## src/rtl/subfetch_pkg.sv

```systemverilog
package subfetch_pkg;

    typedef enum logic [1:0] {
        W_I = 2'd0,
        W_S = 2'd1,
        W_E = 2'd2,
        W_M = 2'd3
    } wstate_e;

    typedef enum logic [1:0] {
        B_INV = 2'd0,
        B_SHR = 2'd1,
        B_EXC = 2'd2
    } battr_e;

    typedef enum logic [1:0] {
        V_NONE   = 2'd0,
        V_SHRINK = 2'd1,
        V_GROW   = 2'd2
    } vote_e;

    // Contiguous run of len ones starting at bit base (lines up to 64 words).
    function automatic logic [63:0] span_bits(input int unsigned base, input int unsigned len);
        logic [63:0] m;
        m = '0;
        for (int unsigned i = 0; i < 64; i++) begin
            if (i >= base && i < base + len) m[i] = 1'b1;
        end
        return m;
    endfunction

endpackage

```

## src/rtl/subblock_sizer.sv

```systemverilog
module subblock_sizer
    import subfetch_pkg::*;
#(
    parameter int WORDS  = 8,
    parameter int CONF_W = 2,
    parameter int K_INIT = 1,
    localparam int IW = $clog2(WORDS),
    localparam int KW = $clog2(IW + 1)
) (
    input  logic              clk,
    input  logic              rst,
    input  logic              snp_hit,
    input  logic [IW-1:0]     snp_idx,
    input  logic [WORDS-1:0]  snp_mask,
    output logic [KW-1:0]     k_q,
    output logic [CONF_W-1:0] conf_q
);
    localparam int K_MAX    = IW;
    localparam int CONF_MAX = (1 << CONF_W) - 1;

    logic              last_grow_q;
    logic [IW-1:0]     sub_base;
    logic [WORDS-1:0]  sub_span;
    vote_e             vote;

    always_comb begin
        sub_base = snp_idx & ~IW'((32'd1 << k_q) - 32'd1);
        sub_span = WORDS'(span_bits(int'(sub_base), 32'd1 << k_q));
        if (!snp_hit)
            vote = V_NONE;
        else if (|(snp_mask & ~sub_span))
            vote = V_SHRINK;
        else if ((snp_mask & sub_span) == sub_span)
            vote = V_GROW;
        else
            vote = V_NONE;
    end

    always_ff @(posedge clk) begin
        if (rst) begin
            k_q         <= KW'(K_INIT);
            conf_q      <= '0;
            last_grow_q <= 1'b0;
        end else if (vote != V_NONE) begin
            if ((vote == V_GROW) == last_grow_q) begin
                if (conf_q == CONF_W'(CONF_MAX)) begin
                    conf_q <= '0;
                    if (vote == V_GROW && k_q < KW'(K_MAX))
                        k_q <= k_q + KW'(1);
                    else if (vote == V_SHRINK && k_q != '0)
                        k_q <= k_q - KW'(1);
                end else begin
                    conf_q <= conf_q + CONF_W'(1);
                end
            end else begin
                conf_q      <= '0;
                last_grow_q <= (vote == V_GROW);
            end
        end
    end

    // the fetch size only moves after confidence has saturated
    a_r9_step_needs_conf: assert property (@(posedge clk) disable iff (rst)
        (k_q != $past(k_q)) |-> ($past(conf_q) == CONF_W'(CONF_MAX)));

    // one step at a time
    a_r9_single_step: assert property (@(posedge clk) disable iff (rst)
        (k_q != $past(k_q)) |-> (k_q == $past(k_q) + KW'(1) || k_q == $past(k_q) - KW'(1)));

    // size stays within the line
    a_r9_k_in_range: assert property (@(posedge clk) disable iff (rst)
        k_q <= KW'(K_MAX));

    // a snoop that hits nothing leaves the counter alone
    a_r8_miss_no_vote: assert property (@(posedge clk) disable iff (rst)
        !snp_hit |=> ($stable(conf_q) && $stable(k_q)));

endmodule

```

## src/rtl/fetch_gather.sv

```systemverilog
module fetch_gather
    import subfetch_pkg::*;
#(
    parameter int WORDS = 8,
    localparam int IW = $clog2(WORDS),
    localparam int KW = $clog2(IW + 1)
) (
    input  logic             clk,
    input  logic             rst,
    input  logic             miss_go,
    input  logic [IW-1:0]    miss_idx,
    input  logic [KW-1:0]    k,
    input  logic [WORDS-1:0] inval_vec,
    input  logic             fill_valid,
    output logic             fill_go,
    output logic             busy_q,
    output logic [WORDS-1:0] pend_q,
    output logic             req_valid_q,
    output logic [IW-1:0]    req_base_q,
    output logic [WORDS-1:0] req_mask_q
);
    logic [IW-1:0]    base;
    logic [WORDS-1:0] span;
    logic [WORDS-1:0] gather;

    always_comb begin
        base   = miss_idx & ~IW'((32'd1 << k) - 32'd1);
        span   = WORDS'(span_bits(int'(base), 32'd1 << k));
        gather = span & inval_vec;
    end

    assign fill_go = fill_valid && busy_q;

    always_ff @(posedge clk) begin
        if (rst) begin
            busy_q      <= 1'b0;
            pend_q      <= '0;
            req_valid_q <= 1'b0;
            req_base_q  <= '0;
            req_mask_q  <= '0;
        end else begin
            req_valid_q <= 1'b0;
            if (miss_go) begin
                req_valid_q <= 1'b1;
                req_base_q  <= base;
                req_mask_q  <= gather;
                pend_q      <= gather;
                busy_q      <= 1'b1;
            end else if (fill_go) begin
                busy_q <= 1'b0;
            end
        end
    end

    // a request names at least one word, all inside its aligned subblock
    a_r2_mask_inside: assert property (@(posedge clk) disable iff (rst)
        req_valid_q |-> (req_mask_q != '0 &&
            (req_mask_q & ~WORDS'(span_bits(int'(req_base_q), 32'd1 << k))) == '0));

    // the request is a single-cycle pulse
    a_r2_one_pulse: assert property (@(posedge clk) disable iff (rst)
        req_valid_q |=> !req_valid_q);

    // outstanding request stays until its refill
    a_r4_busy_holds: assert property (@(posedge clk) disable iff (rst)
        (busy_q && !fill_valid) |=> busy_q);

endmodule

```

## src/rtl/line_state_array.sv

```systemverilog
module line_state_array
    import subfetch_pkg::*;
#(
    parameter int WORDS = 8,
    localparam int IW = $clog2(WORDS)
) (
    input  logic               clk,
    input  logic               rst,
    input  logic               wr_go,
    input  logic [IW-1:0]      wr_idx,
    input  logic               fill_go,
    input  logic [WORDS-1:0]   fill_mask,
    input  logic               fill_shared,
    input  logic               snp_valid,
    input  logic               snp_inv,
    input  logic [WORDS-1:0]   snp_mask,
    output logic [2*WORDS-1:0] st_flat,
    output logic [WORDS-1:0]   valid_vec,
    output logic               snp_hit,
    output battr_e             attr_q
);
    logic [WORDS-1:0] next_valid;
    battr_e           attr_d;

    for (genvar g = 0; g < WORDS; g++) begin : g_word
        logic [1:0] q;
        logic [1:0] d;

        always_comb begin
            d = q;
            if (wr_go && wr_idx == IW'(g))
                d = W_M;
            if (fill_go && fill_mask[g])
                d = fill_shared ? W_S : W_E;
            if (snp_valid && snp_mask[g]) begin
                if (snp_inv)
                    d = W_I;
                else if (d != W_I)
                    d = W_S;
            end
        end

        always_ff @(posedge clk) begin
            if (rst) q <= W_I;
            else     q <= d;
        end

        assign st_flat[2*g +: 2] = q;
        assign valid_vec[g]      = (q != W_I);
        assign next_valid[g]     = (d != W_I);
    end

    assign snp_hit = snp_valid && |(snp_mask & valid_vec);

    always_comb begin
        attr_d = attr_q;
        if (fill_go)
            attr_d = (fill_shared || attr_q == B_SHR) ? B_SHR : B_EXC;
        if (snp_hit && !snp_inv)
            attr_d = B_SHR;
        if (next_valid == '0)
            attr_d = B_INV;
    end

    always_ff @(posedge clk) begin
        if (rst) attr_q <= B_INV;
        else     attr_q <= attr_d;
    end

    // snooped invalidate leaves no targeted word valid
    a_r6_inv_clears: assert property (@(posedge clk) disable iff (rst)
        (snp_valid && snp_inv) |=> ((valid_vec & $past(snp_mask)) == '0));

    // block attribute is invalid exactly when the line is empty
    a_r7_attr_tracks_words: assert property (@(posedge clk) disable iff (rst)
        (attr_q == B_INV) == (valid_vec == '0));

    // refilled words become valid unless a snoop intervened
    a_r4_fill_installs: assert property (@(posedge clk) disable iff (rst)
        (fill_go && !snp_valid) |=> ((valid_vec & $past(fill_mask)) == $past(fill_mask)));

endmodule

```

## src/rtl/subfetch_line.sv

```systemverilog
module subfetch_line
    import subfetch_pkg::*;
#(
    parameter int WORDS  = 8,
    parameter int CONF_W = 2,
    parameter int K_INIT = 1,
    localparam int IW = $clog2(WORDS),
    localparam int KW = $clog2(IW + 1)
) (
    input  logic               clk,
    input  logic               rst,
    input  logic               loc_valid,
    input  logic               loc_write,
    input  logic [IW-1:0]      loc_idx,
    input  logic               snp_valid,
    input  logic               snp_inv,
    input  logic [IW-1:0]      snp_idx,
    input  logic [WORDS-1:0]   snp_mask,
    input  logic               fill_valid,
    input  logic               fill_shared,
    output logic               req_valid,
    output logic [IW-1:0]      req_base,
    output logic [WORDS-1:0]   req_mask,
    output logic               inv_valid,
    output logic [IW-1:0]      inv_idx,
    output logic               fetch_busy,
    output logic [2*WORDS-1:0] word_state,
    output logic [1:0]         blk_attr,
    output logic [KW-1:0]      sub_k,
    output logic [CONF_W-1:0]  conf
);
    logic [2*WORDS-1:0] st_flat;
    logic [WORDS-1:0]   valid_vec;
    logic [WORDS-1:0]   pend_mask;
    logic               snp_hit;
    logic               fill_go;
    logic               busy;
    battr_e             attr;
    logic [1:0]         cur_st;
    logic               accept;
    logic               miss_go;
    logic               wr_go;
    logic               inv_q;
    logic [IW-1:0]      inv_idx_q;

    assign cur_st  = st_flat[2*loc_idx +: 2];
    assign accept  = loc_valid && !busy && !snp_valid;
    assign miss_go = accept && (cur_st == W_I);
    assign wr_go   = accept && loc_write && (cur_st != W_I);

    line_state_array #(.WORDS(WORDS)) u_state (
        .clk         (clk),
        .rst         (rst),
        .wr_go       (wr_go),
        .wr_idx      (loc_idx),
        .fill_go     (fill_go),
        .fill_mask   (pend_mask),
        .fill_shared (fill_shared),
        .snp_valid   (snp_valid),
        .snp_inv     (snp_inv),
        .snp_mask    (snp_mask),
        .st_flat     (st_flat),
        .valid_vec   (valid_vec),
        .snp_hit     (snp_hit),
        .attr_q      (attr)
    );

    fetch_gather #(.WORDS(WORDS)) u_gather (
        .clk         (clk),
        .rst         (rst),
        .miss_go     (miss_go),
        .miss_idx    (loc_idx),
        .k           (sub_k),
        .inval_vec   (~valid_vec),
        .fill_valid  (fill_valid),
        .fill_go     (fill_go),
        .busy_q      (busy),
        .pend_q      (pend_mask),
        .req_valid_q (req_valid),
        .req_base_q  (req_base),
        .req_mask_q  (req_mask)
    );

    subblock_sizer #(.WORDS(WORDS), .CONF_W(CONF_W), .K_INIT(K_INIT)) u_sizer (
        .clk      (clk),
        .rst      (rst),
        .snp_hit  (snp_hit),
        .snp_idx  (snp_idx),
        .snp_mask (snp_mask),
        .k_q      (sub_k),
        .conf_q   (conf)
    );

    always_ff @(posedge clk) begin
        if (rst) begin
            inv_q     <= 1'b0;
            inv_idx_q <= '0;
        end else begin
            inv_q     <= wr_go && (cur_st == W_S);
            inv_idx_q <= loc_idx;
        end
    end

    assign inv_valid  = inv_q;
    assign inv_idx    = inv_idx_q;
    assign fetch_busy = busy;
    assign word_state = st_flat;
    assign blk_attr   = attr;

    // the upgraded word is modified when its invalidate goes out
    a_r5_upgrade_owned: assert property (@(posedge clk) disable iff (rst)
        inv_valid |-> (word_state[2*inv_idx +: 2] == W_M));

    // a local access colliding with a snoop issues nothing
    a_r3_snoop_blocks_local: assert property (@(posedge clk) disable iff (rst)
        (loc_valid && snp_valid) |=> (!req_valid && !inv_valid));

endmodule

```

## config.mk

```make
export PLATFORM = sky130hd
export DESIGN_NAME = subfetch_line
export DESIGN_NICKNAME = d
export VERILOG_FILES = /design/src/rtl/subfetch_pkg.sv /design/src/rtl/subblock_sizer.sv /design/src/rtl/fetch_gather.sv /design/src/rtl/line_state_array.sv /design/src/rtl/subfetch_line.sv
export SDC_FILE = /design/constraint.sdc
export NUM_CORES = 1
export LEC_CHECK = 0
export ABC_AREA = 1
export CORE_AREA = 4 4 85 87
export CTS_CLUSTER_SIZE = 12
export DETAILED_ROUTE_END_ITERATION = 8
export DIE_AREA = 0 0 89 91
export PLACE_DENSITY = 0.72
export REMOVE_ABC_BUFFERS = 1
export SLEW_MARGIN = 10
export SYNTH_ARGS = -nofsm -noshare
export SYNTH_HDL_FRONTEND = slang
export SYNTH_SLANG_ARGS = --single-unit
export TNS_END_PERCENT = 30
```

## constraint.sdc

```tcl
create_clock -name clk -period 2.9 [get_ports clk]
set_input_delay 0.435 -clock clk [delete_from_list [all_inputs] [get_ports clk]]
set_output_delay 0.435 -clock clk [all_outputs]
set_load 0.01 [all_outputs]
```

==> results by group <==
Synthesis
  – Most frequent cells after synthesis: nand2_1 (134), nor2_1 (86), inv_1 (74)
  – Synth unique cells: 41
  – Area share of and/or/nand/nor cells after synthesis: 41.3%
  – Main synth FF type: dfxtp_1
  – Top-count cell post-synth: nand2_1
  – Multiplexer share of the synthesized area: 0%
  – Mapped cell area: 2850 um2
  – Seq cells post-synth: 40
  – Synth Area in Adders: 1.32%
  – Synth Area in Compound Gates: 17.2%
  – Seq/Total Area, Yosys: 28.1%
  – Synthesis Warnings: 0
  – Xor-xnor portion of the synthesized cell area: 0.307%
  – Async SR Flop Fraction: 0%
  – Synth top area cells: dfxtp_1 (28%), nand2_1 (18%), nor2_1 (11%)
  – Main combinational cell family by area after synthesis: simple AND/OR/NAND/NOR gates
  – Synth top area share: 28.1%
  – Yosys top cell by area: dfxtp_1
  – Number of flops mapped to enable cells by yosys: 0
  – Synth Area per Inst: 5.80 um2
  – Gate Count Post-Synth: 491

Cells and area
  – Diodes inserted: 0
  – Layout Nets: 611
  – Layout Cell Area excl Fill: 3860 um2
  – Post-layout util: 60.8%
  – Synth-to-Final Area Change: 35.4%
  – Final non-filler cell total: 663
  – Layout cells sized above 1: 10.4%

Pwr
  – Combinational Power Share: 23.2%
  – Switching Fraction: 30.0%
  – Sw power: 0.362 mW
  – Maximum vdd ir drop: 0.240 mV
  – Reg power frac: 47.4%
  – LEAKAGE: 1.81 nW
  – Cell area power density: 313 nW/um2
  – Internal power: 0.845 mW
  – Clk network pwr share: 29.5%
  – Overall Power: 1.21 mW

Worst hold path
  – Hold Crit Depth: 1
  – WHS Endpoint: u_gather.req_base_q[2]
  – Hold path startpoint: u_gather.req_base_q[2]
  – Hold Crit Class: flop to flop

Worst setup path
  – Critical path cell sequence: clkdlybuf4s50_1 -> o21ai_0 -> ha_1 -> inv_1 -> nand2_1 -> inv_1 -> nand2_1 -> nand2_4 -> nand3_1 -> nand2_1 -> nand2_1 -> nand2_1 -> nor2_1 -> nand2_1 -> nor2_2 -> nand2_1 -> nand2_2 -> nand3_2 -> nor2_1 -> nor2_1
  – Peak fanout along the critical path: 7
  – CP peak stage delay: 0.46 ns
  – Crit. End Element: flop
  – R2R Path Start: u_sizer.k_q[1]
  – Worst Path Arrival: 2.84 ns
  – CP dominant cell by count: nand2_1
  – Register-to-register setup slack: 0.27 ns
  – Worst EP required: 3.09 ns
  – Worst r2r dst: u_sizer.k_q[1]
  – Worst Reg2Reg Path Length in Cells: 22
  – WS Path Type: primary input to flop
  – Crit start category: primary input
  – Slowest CP cell: clkdlybuf4s50_1

Clocking
  – Root buffer cell: clkbuf_8
  – CTS tree: built
  – Worst skew pair latency: 0.29 ns
  – Clock buffer count from CTS: 5
  – Hold Buf Count CTS: 0
  – Clock Tree Buf Depth: 2
  – Sinks on Clock Net: 40
  – Worst-path clk slew: 0.08 ns
  – H-Tree Depth: 2

Die
  – Die W: 89 um
  – Core area: 6350 um2
  – Row count: 29
  – Chip height: 91 um
  – IO Pins: 61
  – Die Area: 8100 um2
  – Starting Density: 44.9%

Detailed routing
  – Via density per instance: 5.45
  – WL/cell: 15.3 um
  – Final ANT Viol Nets: 0
  – Detailed Route WL: 10,100 um
  – Initial DRC Count: 243
  – DR pass1 iterations: 6
  – DRC: 0
  – Vias: 3,616

Global routing
  – Largest net degree at the start of global routing: 28
  – GRT overflow: 0
  – Initial antenna violation count: 0
  – GRT Overall Usage: 25.8%
  – Vias in the first global route: 3,417
  – First-pass GRT wire length: 16,400 um

Placed design
  – DP Cell Count: 655
  – Placed inst area: 3770 um2
  – Hpwl dp: 8130 um
  – PortBufs: 60
  – Placer Congestion: 0.946

STA
  – Unrepaired setup endpoints after global routing: yes
  – Slew margin rel.: 65.7%
  – Part of the cycle the worst path needs: 91.3%
  – Final min period: 2.65 ns
  – Max Slew Vio Count: 0
  – Hold Fails Final Rpt: 0
  – Final setup fails: 0
  – Hold slack: 0.465 ns
  – Fmax: 0.378 GHz
  – Tightest Pin Transition: 0.512 ns
  – Skew final: 0.00936 ns

Flow run
  – Max cap viols: 0

Outcome
  – Status: finished, final reports clean
==> logic make-up after synthesis <==
group / count (synthesis)
buffers and inverters: 86
XOR/XNOR: 1
AND/OR/NAND/NOR: 279
flip-flops: 40
adder cells (fa/ha/maj): 3
AO/OA/AOI/OAI: 82
==> critical path: cells and delay by family <==
family | cells | cell delay, ns
buf+inv | 3 | 0.54
fa+ha+maj | 1 | 0.19
compound gates | 1 | 0.24
simple gates | 15 | 1.42
==> timing repair <==
item	4_1_cts	5_1_grt
setup endpoints to repair	0	6
setup buffers	0	1
gates resized for setup	0	2
hold endpoints to repair	0	0
==> metrics by stage <==
| stage | TNS [ns] | setup WS, ns |
|---|---|---|
| final | 0 | 0.252 |
| after global routing | -0.0267 | -0.0267 |
| after CTS | 0 | 0.202 |
| after detailed placement | -0.235 | -0.110 |
| after global placement | -0.149 | -0.0877 |
| after floorplan | 0 | 0.402 |
==> registers in the layout (all words and copies together) (netlist names) <==
signal and flops:
inv_idx 3, inv_valid 1, u_gather.busy_q 1, u_gather.pend_q 8
u_gather.req_base_q 3, u_gather.req_valid_q 1, u_sizer.conf_q 2, u_sizer.k_q 2
u_sizer.last_grow_q 1, u_state.attr_q 2, u_state.g_word.q 16
==> power groups by stage <==
stage	Combinational, mW	Sequential (mW)	Clock [mW]
5_1_grt	0.305	0.573	0.391
2_1_floorplan	0.124	0.589	0
6_report	0.280	0.572	0.356
4_1_cts	0.275	0.571	0.365
3_3_place_gp	0.272	0.584	0
3_5_place_dp	0.273	0.584	0
==> worst max path at each step <==
stage	start	to	slack (ns)	depth (start not counted)
finish	snp_idx[1]	u_sizer.k_q[1]	0.25	20
global route	u_sizer.k_q[0]	u_sizer.k_q[1]	-0.03	24
CTS	snp_idx[1]	u_sizer.k_q[1]	0.20	20
detailed placement	snp_idx[1]	u_sizer.k_q[1]	-0.11	20
global placement	snp_idx[1]	u_sizer.k_q[1]	-0.09	20
floorplan	u_sizer.k_q[0]	u_sizer.k_q[1]	0.40	24
==> layout make-up <==
cell class              count  area [um2]
fillers                   608        2490
multi-input cells         365        1720
repair buffers             96         871
flip-flops and latches     40         801
inverters                  78         294
well taps                  77        96.3
clock buffers               6        72.6
clock inverters             1        5.00
==> layout by cell type (no fill, tap or decap), types with 4 or more instances in the layout <==
master	instances
nand3_1	33
dfxtp_1	40
o21ai_0	20
a21oi_1	31
inv_1	74
nand2_1	134
clkdlybuf4s50_1	60
clkbuf_8	5
buf_4	36
nand3b_1	4
nor2_1	85
nand2_2	5
o22ai_1	15
==> per-layer routing <==
layer / wire length [um] / up-vias / GRT usage (%)
met5: 0 / - / 0
met4: 503 / 0 / 13.9
met3: 1070 / 46 / 4.25
met2: 4510 / 221 / 39.9
met1: 4050 / 1593 / 33.8
li1: - / 1756 / -
(Power assumes the default switching activity.)
